<file path="src/rtl/gpio_mux_pkg.sv">
package gpio_mux_pkg;
  localparam int ADDR_W = 2;

  typedef enum logic [ADDR_W-1:0] {
    REG_PINS = 2'd0,
    REG_LAT  = 2'd1,
    REG_DIR  = 2'd2,
    REG_CTRL = 2'd3
  } reg_sel_e;

  // CTRL field positions
  localparam int CTRL_PU_BIT  = 0;
  localparam int CTRL_EBD_BIT = 1;
  localparam int CTRL_PMP_BIT = 2;
  localparam int CTRL_FIELDS  = 3;

  typedef enum logic [1:0] {
    OWN_GPIO = 2'd0,
    OWN_PMP  = 2'd1,
    OWN_EBUS = 2'd2
  } owner_e;
endpackage

</file>
<file path="src/rtl/gpio_regs.sv">
module gpio_regs
  import gpio_mux_pkg::*;
#(
  parameter int W = 8
) (
  input  logic              clk,
  input  logic              rst_n,
  input  logic              wr_en,
  input  logic [ADDR_W-1:0] wr_addr,
  input  logic [W-1:0]      wr_data,
  output logic [W-1:0]      dir_q,
  output logic [W-1:0]      lat_q,
  output logic              pu_en,
  output logic              ext_dis,
  output logic              pmp_sel
);
  logic hit_lat, hit_dir, hit_ctrl;

  always_comb begin
    hit_lat  = wr_en && (wr_addr == REG_PINS || wr_addr == REG_LAT);
    hit_dir  = wr_en && (wr_addr == REG_DIR);
    hit_ctrl = wr_en && (wr_addr == REG_CTRL);
  end

  always_ff @(posedge clk or negedge rst_n) begin
    if (!rst_n) begin
      dir_q   <= '1;
      lat_q   <= '0;
      pu_en   <= 1'b0;
      ext_dis <= 1'b1;
      pmp_sel <= 1'b0;
    end else begin
      if (hit_lat) lat_q <= wr_data;
      if (hit_dir) dir_q <= wr_data;
      if (hit_ctrl) begin
        pu_en   <= wr_data[CTRL_PU_BIT];
        ext_dis <= wr_data[CTRL_EBD_BIT];
        pmp_sel <= wr_data[CTRL_PMP_BIT];
      end
    end
  end
endmodule

</file>
<file path="src/rtl/gpio_sync.sv">
module gpio_sync #(
  parameter int W      = 8,
  parameter int STAGES = 2
) (
  input  logic         clk,
  input  logic         rst_n,
  input  logic [W-1:0] d,
  output logic [W-1:0] q
);
  logic [W-1:0] chain [STAGES];

  generate
    for (genvar s = 0; s < STAGES; s++) begin : g_stage
      always_ff @(posedge clk or negedge rst_n) begin
        if (!rst_n) chain[s] <= '0;
        else if (s == 0) chain[s] <= d;
        else chain[s] <= chain[(s == 0) ? 0 : s-1];
      end
    end
  endgenerate

  assign q = chain[STAGES-1];
endmodule

</file>
<file path="src/rtl/gpio_owner_mux.sv">
module gpio_owner_mux
  import gpio_mux_pkg::*;
#(
  parameter int W = 8
) (
  input  logic         ext_dis,
  input  logic         pmp_sel,
  input  logic         pmp_active,
  input  logic         pu_en,
  input  logic [W-1:0] dir_q,
  input  logic [W-1:0] lat_q,
  input  logic [W-1:0] ebus_oe,
  input  logic [W-1:0] ebus_out,
  input  logic [W-1:0] pmp_oe,
  input  logic [W-1:0] pmp_out,
  output owner_e       owner,
  output logic [W-1:0] pad_oe,
  output logic [W-1:0] pad_out,
  output logic [W-1:0] pad_pu
);
  // Fixed ranking: external bus, then parallel master port, then GPIO.
  always_comb begin
    if (!ext_dis)                    owner = OWN_EBUS;
    else if (pmp_sel && pmp_active)  owner = OWN_PMP;
    else                             owner = OWN_GPIO;
  end

  generate
    for (genvar i = 0; i < W; i++) begin : g_pin
      logic oe_i, out_i;
      always_comb begin
        unique case (owner)
          OWN_EBUS: begin oe_i = ebus_oe[i]; out_i = ebus_out[i]; end
          OWN_PMP:  begin oe_i = pmp_oe[i];  out_i = pmp_out[i];  end
          default:  begin oe_i = ~dir_q[i];  out_i = lat_q[i];    end
        endcase
      end
      assign pad_oe[i]  = oe_i;
      assign pad_out[i] = out_i;
      assign pad_pu[i]  = pu_en & ~oe_i;
    end
  endgenerate
endmodule

</file>
<file path="src/rtl/gpio_mux_port.sv">
module gpio_mux_port
  import gpio_mux_pkg::*;
#(
  parameter int W           = 8,
  parameter int SYNC_STAGES = 2
) (
  input  logic              clk,
  input  logic              rst_n,
  input  logic              wr_en,
  input  logic [ADDR_W-1:0] wr_addr,
  input  logic [W-1:0]      wr_data,
  input  logic [ADDR_W-1:0] rd_addr,
  output logic [W-1:0]      rd_data,
  input  logic [W-1:0]      pad_in,
  output logic [W-1:0]      pad_oe,
  output logic [W-1:0]      pad_out,
  output logic [W-1:0]      pad_pu,
  output logic [W-1:0]      pin_rd,
  input  logic [W-1:0]      ebus_oe,
  input  logic [W-1:0]      ebus_out,
  input  logic              pmp_active,
  input  logic [W-1:0]      pmp_oe,
  input  logic [W-1:0]      pmp_out
);
  localparam int CTRL_PAD = W - CTRL_FIELDS;

  logic [W-1:0] dir_q, lat_q;
  logic         pu_en, ext_dis, pmp_sel;
  owner_e       owner;

  gpio_regs #(.W(W)) u_regs (
    .clk(clk), .rst_n(rst_n), .wr_en(wr_en), .wr_addr(wr_addr),
    .wr_data(wr_data), .dir_q(dir_q), .lat_q(lat_q), .pu_en(pu_en),
    .ext_dis(ext_dis), .pmp_sel(pmp_sel)
  );

  gpio_sync #(.W(W), .STAGES(SYNC_STAGES)) u_sync (
    .clk(clk), .rst_n(rst_n), .d(pad_in), .q(pin_rd)
  );

  gpio_owner_mux #(.W(W)) u_mux (
    .ext_dis(ext_dis), .pmp_sel(pmp_sel), .pmp_active(pmp_active),
    .pu_en(pu_en), .dir_q(dir_q), .lat_q(lat_q), .ebus_oe(ebus_oe),
    .ebus_out(ebus_out), .pmp_oe(pmp_oe), .pmp_out(pmp_out),
    .owner(owner), .pad_oe(pad_oe), .pad_out(pad_out), .pad_pu(pad_pu)
  );

  always_comb begin
    unique case (rd_addr)
      REG_PINS: rd_data = pin_rd;
      REG_LAT:  rd_data = lat_q;
      REG_DIR:  rd_data = dir_q;
      default:  rd_data = {{CTRL_PAD{1'b0}}, pmp_sel, ext_dis, pu_en};
    endcase
  end
endmodule

</file>
<file path="config.mk">
export PLATFORM = sky130hd
export DESIGN_NAME = gpio_mux_port
export DESIGN_NICKNAME = d
export VERILOG_FILES = /design/src/rtl/gpio_mux_pkg.sv /design/src/rtl/gpio_regs.sv /design/src/rtl/gpio_sync.sv /design/src/rtl/gpio_owner_mux.sv /design/src/rtl/gpio_mux_port.sv
export SDC_FILE = /design/constraint.sdc
export NUM_CORES = 1
export LEC_CHECK = 0
export BUFFER_PORTS_ARGS = -buffer_cell sky130_fd_sc_hd__buf_2
export CAP_MARGIN = 20
export CORE_MARGIN = 2
export CORE_UTILIZATION = 50
export DETAILED_ROUTE_END_ITERATION = 7
export MAX_ROUTING_LAYER = met4
export PLACE_DENSITY = 0.92
export SLEW_MARGIN = 20
export SYNTH_ARGS = -nofsm -noshare
export SYNTH_HDL_FRONTEND = slang
export SYNTH_HIERARCHICAL = 1
export SYNTH_SLANG_ARGS = --single-unit
</file>
<file path="constraint.sdc">
create_clock -name clk -period 2.2 [get_ports clk]
set_input_delay 0.22 -clock clk [delete_from_list [all_inputs] [get_ports clk]]
set_output_delay 0.22 -clock clk [all_outputs]
set_load 0.05 [all_outputs]
</file>
==> flow_metrics.tcl, run 1 <==
set metrics [dict create \
    clock_tree.root_cell "sky130_fd_sc_hd__clkbuf_8" \
    routed_wirelength_mm 4.96 \
    dr.first_iter.drc_count 47 \
    power_leakage_nw 1.25 \
    finalNonFillerCells 302 \
    timing.final.crit_share_pct 92.3 \
    maximum_buffer_depth_of_the_clock_tree 2 \
    core_area_mm2 0.00429 \
    setup.worst_path.end_class "output port" \
    arrival_ns 1.81 \
    die_width_um 70.5 \
    grt_antenna_before_repair 0 \
    vdd_ir_drop_max_mv 0.633 \
    mappedNetlistArea_mm2 0.00221 \
    synth_cells 181 \
    filler_cell_count 357 \
    antenna_cells 0 \
    initial_utilization_pct 51.5 \
    setup.worst_path.class "flop to output port" \
    max_slew.worst_pin.slew_ns 0.723 \
    crit_path_top_delay_cell "sky130_fd_sc_hd__dfstp_4" \
    std_cell_rows 24 \
    final-hold-violation-count 15 \
    worst_skew_pair.late_latency_ns 0.28 \
    synth.net_count 237 \
    clk_pin_slew_worst_paths_ns 0.07 \
    synth_area_per_inst_um2 12.2 \
    cts_setup_buffers 0 \
    gpl_congestion 0.851 \
    globalRouteOverflowTotal 0 \
    chipHeight_um 70.5 \
    syn2layout_area_growth_pct 16.3 \
    timing.final.setup_violations 0 \
    tritoncts_clock_tree "built" \
    clock_sinks 35 \
    run_status "finished, violations left" \
    timing.fmax_mhz 492 \
    power_density_over_the_cells_mw_per_mm2 924 \
    place.detailed.hpwl_mm 3.77 \
    htree_num_levels 2 \
    antenna_violating_nets_post_route 0 \
    gr-usage-all-layers_pct 20.8 \
    start_kind "flop" \
    setup_total_negative_slack_ns 0 \
    slew_violations 0 \
    drtPass1Iterations 4 \
    crit_chain "nor2b_1, a211o_1, buf_2" \
    route.detailed.vias_per_inst 5.35 \
    routed-via-count 1616 \
    yosysWarningCount 6 \
    first_global_vias 1630 \
    dp_cells 294 \
    critical_path_peak_fanout 27 \
    crit_path_max_incr_delay_ns 0.75 \
    layout-drive-gt1-share_pct 62.8 \
    cts_resized 0 \
    timing.clock.skew_ns 0.000464 \
    cap_viol_max_count 0 \
    relSlewSlack_pct 51.8 \
    violated_checks "hold timing" \
    route.detailed.wl_per_inst_um 16.4 \
    grt_first_pass_wirelength_mm 7.98 \
    grt_max_degree 36 \
    holdBufCountCts 0 \
    postLayoutCoreUtil_pct 59.9 \
    io_pins 96 \
    design.die.area_mm2 0.00498 \
    fin_nets 305 \
    critical_path_required_ns 1.98 \
    grt_setup_unrepaired "false" \
    timing.final.crit_period_ns 2.03 \
    cp_bufs_invs 1 \
    drc_errors 0 \
    cp_top_family "flip-flops" \
    hold_ws_ns -0.00849 \
    worst_hold_path_type "input port to async pin" \
    cts-buffers-inserted 5 \
    port_buffers 95 \
]
[through the flow]
stage          instance area (um^2)  power, W  setup slack (ns)
2_1_floorplan                  2210   0.00182            0.0959
3_3_place_gp                   2490   0.00193             0.478
3_5_place_dp                   2490   0.00196             0.431
4_1_cts                        2570   0.00239             0.117
5_1_grt                        2570   0.00250            0.0410
6_report                       2570   0.00238             0.169
[final cells by class]
| type | instances | area [um^2] | share of cell area (%) |
|---|---|---|---|
| clock buffers | 5 | 68.8 | 2.67 |
| inverters | 1 | 3.75 | 0.146 |
| flip-flops and latches | 35 | 891 | 34.6 |
| multi-input cells | 109 | 1040 | 40.4 |
| clock inverters | 3 | 15.0 | 0.583 |
| well taps | 52 | 65.1 | 2.53 |
| repair buffers | 97 | 490 | 19.1 |
[path summary, 6_finish.rpt]
check	from	to	slack, ns	cells after the start
max	u_regs/ext_dis	pad_oe[1]	0.17	3
min	rst_n	u_sync/chain[8]	-0.008	1
max reg2reg	u_regs/ext_dis	u_regs/ext_dis	1.20	1
min reg2reg	u_sync/chain[15]	u_sync/q[7]	0.35	0
max in group asynchronous	rst_n	u_sync/q[7]	1.75	1
min in group clk	pad_in[4]	u_sync/chain[12]	0.04	1
[power by group]
group,total (W),switching (W),internal (W)
Combinational,0.00110,0.000752,0.000353
Clock,0.000433,0.000217,0.000216
Sequential,0.000842,0.0000953,0.000746
Total,0.00238,0.00106,0.00132
[sequential cells by signal, summed over array words and instances, names as in the netlist]
signal          cells
u_regs/dir_q        8
u_regs/ext_dis      1
u_regs/lat_q        8
u_regs/pmp_sel      1
u_regs/pu_en        1
u_sync/chain        8
u_sync/q            8
[layer usage]
metal | vias up | wire length [um] | track usage, %
li1 | 785 | - | -
met1 | 759 | 2210 | 27.8
met2 | 69 | 2400 | 32.9
met3 | 3 | 327 | 4.99
met4 | 0 | 18 | 4.40
met5 | - | 0 | -
[layout by cell type, fill, tap and decap left out, drive strengths merged, types with 5 or more instances in the layout]
cell type and n:
mux2i 5, buf 97, a2111oi 8, a211o 8
and4 8, clkbuf 5, o2bb2ai 5, nand3 9
dfrtp 26, nor2b 17, mux2 19, a21bo 8
a31oi 8, dfstp 9, nor2 8
No activity file was read; power rests on OpenSTA's default activity.
==> run 2: changes to the inputs <==
- ABC_AREA: default -> 1
- PLACE_DENSITY: 0.92 -> 0.85
==> flow_metrics.tcl, run 2 <==
set metrics [dict create \
    crit_chain "inv_6, nor2_4, nand2_1, nand3_1, buf_2" \
    syn2layout_area_growth_pct 20.2 \
    timing.final.crit_period_ns 1.97 \
    routed-via-count 1962 \
    max_slew.worst_pin.slew_ns 0.724 \
    timing.clock.skew_ns 0.000571 \
    filler_cell_count 373 \
    die_width_um 67.7 \
    cts_setup_buffers 0 \
    relSlewSlack_pct 51.8 \
    grt_antenna_before_repair 0 \
    crit_path_top_delay_cell "sky130_fd_sc_hd__dfstp_2" \
    arrival_ns 1.75 \
    synth_cells 261 \
    setup_total_negative_slack_ns 0 \
    clock_tree.root_cell "sky130_fd_sc_hd__clkbuf_8" \
    std_cell_rows 23 \
    synth_area_per_inst_um2 7.77 \
    routed_wirelength_mm 4.85 \
    synth.most_common_cell "sky130_fd_sc_hd__nand2_1" \
    setup.worst_path.class "flop to output port" \
    holdBufCountCts 0 \
    worst_r2r_startpoint "u_regs/ext_dis" \
    dpl_cell_area_mm2 0.00232 \
    reg2reg_to "u_regs/ext_dis" \
    first_global_vias 1788 \
    synth.net_count 317 \
    drtPass1Iterations 4 \
    power_density_over_the_cells_mw_per_mm2 925 \
    most-common-layout-cells "sky130_fd_sc_hd__nand2_1 (112), sky130_fd_sc_hd__buf_2 (95), sky130_fd_sc_hd__nand3_1 (35)" \
    yosysWarningCount 6 \
    synth-seq-area-share_pct 43.8 \
    crit_path_max_incr_delay_ns 0.69 \
    gr-usage-all-layers_pct 23.0 \
    core_area_mm2 0.00394 \
    critical_path_required_ns 1.98 \
    synth_top_area_cell "sky130_fd_sc_hd__dfrtp_1" \
    design.die.area_mm2 0.00458 \
    layout-drive-gt1-share_pct 38.4 \
    finalNonFillerCells 383 \
    clock_sinks 35 \
    cap_viol_max_count 0 \
    reg2reg_slack_ns 1.26 \
    cp_bufs_invs 2 \
    sequential_cell_area_um2 887 \
    gpl_congestion 0.841 \
    worstRegToRegCells 2 \
    final-hold-violation-count 26 \
    route.detailed.wl_per_inst_um 12.7 \
    timing.final.crit_share_pct 89.7 \
    hold_ws_ns -0.0141 \
    maximum_buffer_depth_of_the_clock_tree 2 \
    fin_nets 388 \
    antenna_cells 0 \
    ys_seq_elements 35 \
    vdd_ir_drop_max_mv 0.516 \
    violated_checks "hold timing" \
    synth.distinct_cells 18 \
    chipHeight_um 67.7 \
    setup.worst_path.end_class "output port" \
    io_pins 96 \
    cts-buffers-inserted 5 \
    htree_num_levels 2 \
    port_buffers 95 \
    worst_skew_pair.late_latency_ns 0.28 \
    mostFrequentLayoutCell "sky130_fd_sc_hd__nand2_1" \
    drc_errors 0 \
    antenna_violating_nets_post_route 0 \
    initial_utilization_pct 51.4 \
    critical_path_peak_fanout 17 \
    route.detailed.vias_per_inst 5.12 \
    globalRouteOverflowTotal 0 \
    tritoncts_clock_tree "built" \
    power_leakage_nw 1.35 \
    grt_first_pass_wirelength_mm 7.56 \
    slew_violations 0 \
    mappedNetlistArea_mm2 0.00203 \
    start_kind "flop" \
    post-route-cell-area_mm2 0.00244 \
    synth.area.top_cells "sky130_fd_sc_hd__dfrtp_1 (32%), sky130_fd_sc_hd__nand2_1 (21%), sky130_fd_sc_hd__dfstp_2 (12%)" \
    grt_max_degree 36 \
    power_total_w 0.00225 \
    place.detailed.hpwl_mm 3.81 \
    synth_top_cells_by_count "sky130_fd_sc_hd__nand2_1 (112), sky130_fd_sc_hd__nand3_1 (35), sky130_fd_sc_hd__dfrtp_1 (26), sky130_fd_sc_hd__buf_4 (25), sky130_fd_sc_hd__nand4_1 (16)" \
    clk_pin_slew_worst_paths_ns 0.07 \
    run_status "finished, violations left" \
    multiInputGateArea_um2 847 \
    ys.flop_type "sky130_fd_sc_hd__dfrtp_1" \
    dp_cells 375 \
    yosysTopAreaCellShare_pct 32.1 \
    cts_resized 0 \
    dr.first_iter.drc_count 84 \
    grt_setup_unrepaired "false" \
    worst_hold_path_type "input port to async pin" \
    synth_enable_flop_cells 0 \
    timing.fmax_mhz 507 \
    synth-async-reset-ratio_pct 100 \
    cp_top_family "flip-flops" \
    timing.final.setup_violations 0 \
]
==> run 2: routing by layer <==
layer	global-route usage, %	part of all wire [%]	vias up
met5	-	0	-
met4	12.2	2.4	0
met3	4.67	8.4	13
met2	36.4	47	104
met1	27.6	42	875
li1	-	-	970
==> run 2: report_power, final <==
group          switching (W)  internal, W  total [W]
Clock               0.000222     0.000366   0.000589
Combinational       0.000658     0.000212   0.000871
Sequential         0.0000635     0.000730   0.000793
==> run 2: how the worst max path moves through the flow <==
| stage | start | endpoint | slack (ns) | cells after the start |
|---|---|---|---|---|
| 6_report | u_regs/ext_dis | pad_out[2] | 0.23 | 5 |
| 5_1_grt | u_regs/ext_dis | pad_out[2] | 0.09 | 5 |
| 4_1_cts | u_regs/ext_dis | pad_out[2] | 0.21 | 5 |
| 3_5_place_dp | u_regs/ext_dis | pad_out[5] | 0.52 | 5 |
| 3_3_place_gp | u_regs/ext_dis | pad_out[2] | 0.54 | 5 |
| 2_1_floorplan | u_regs/ext_dis | pad_pu[2] | 0.42 | 7 |
==> run 2: cells by family after synthesis <==
group / Yosys count / share of synthesized area, %
AND/OR/NAND/NOR: 185 / 41.8
buffers and inverters: 41 / 14.4
flip-flops: 35 / 43.8
==> run 2: layout make-up <==
cell class,instances,share of cell area (%)
multi-input combinational,185,34.8
inverter,9,1.59
clock inverter,2,1.44
clock buffer,6,3.39
sequential,35,36.4
tap,50,2.57
timing repair buffer,96,19.8
==> run 2: metrics by stage <==
| stage | util (%) | setup slack (ns) |
|---|---|---|
| finish | 61.8 | 0.226 |
| global route | 61.8 | 0.0915 |
| CTS | 61.8 | 0.206 |
| detailed placement | 58.8 | 0.519 |
| global placement | 58.8 | 0.539 |
| floorplan | - | 0.423 |
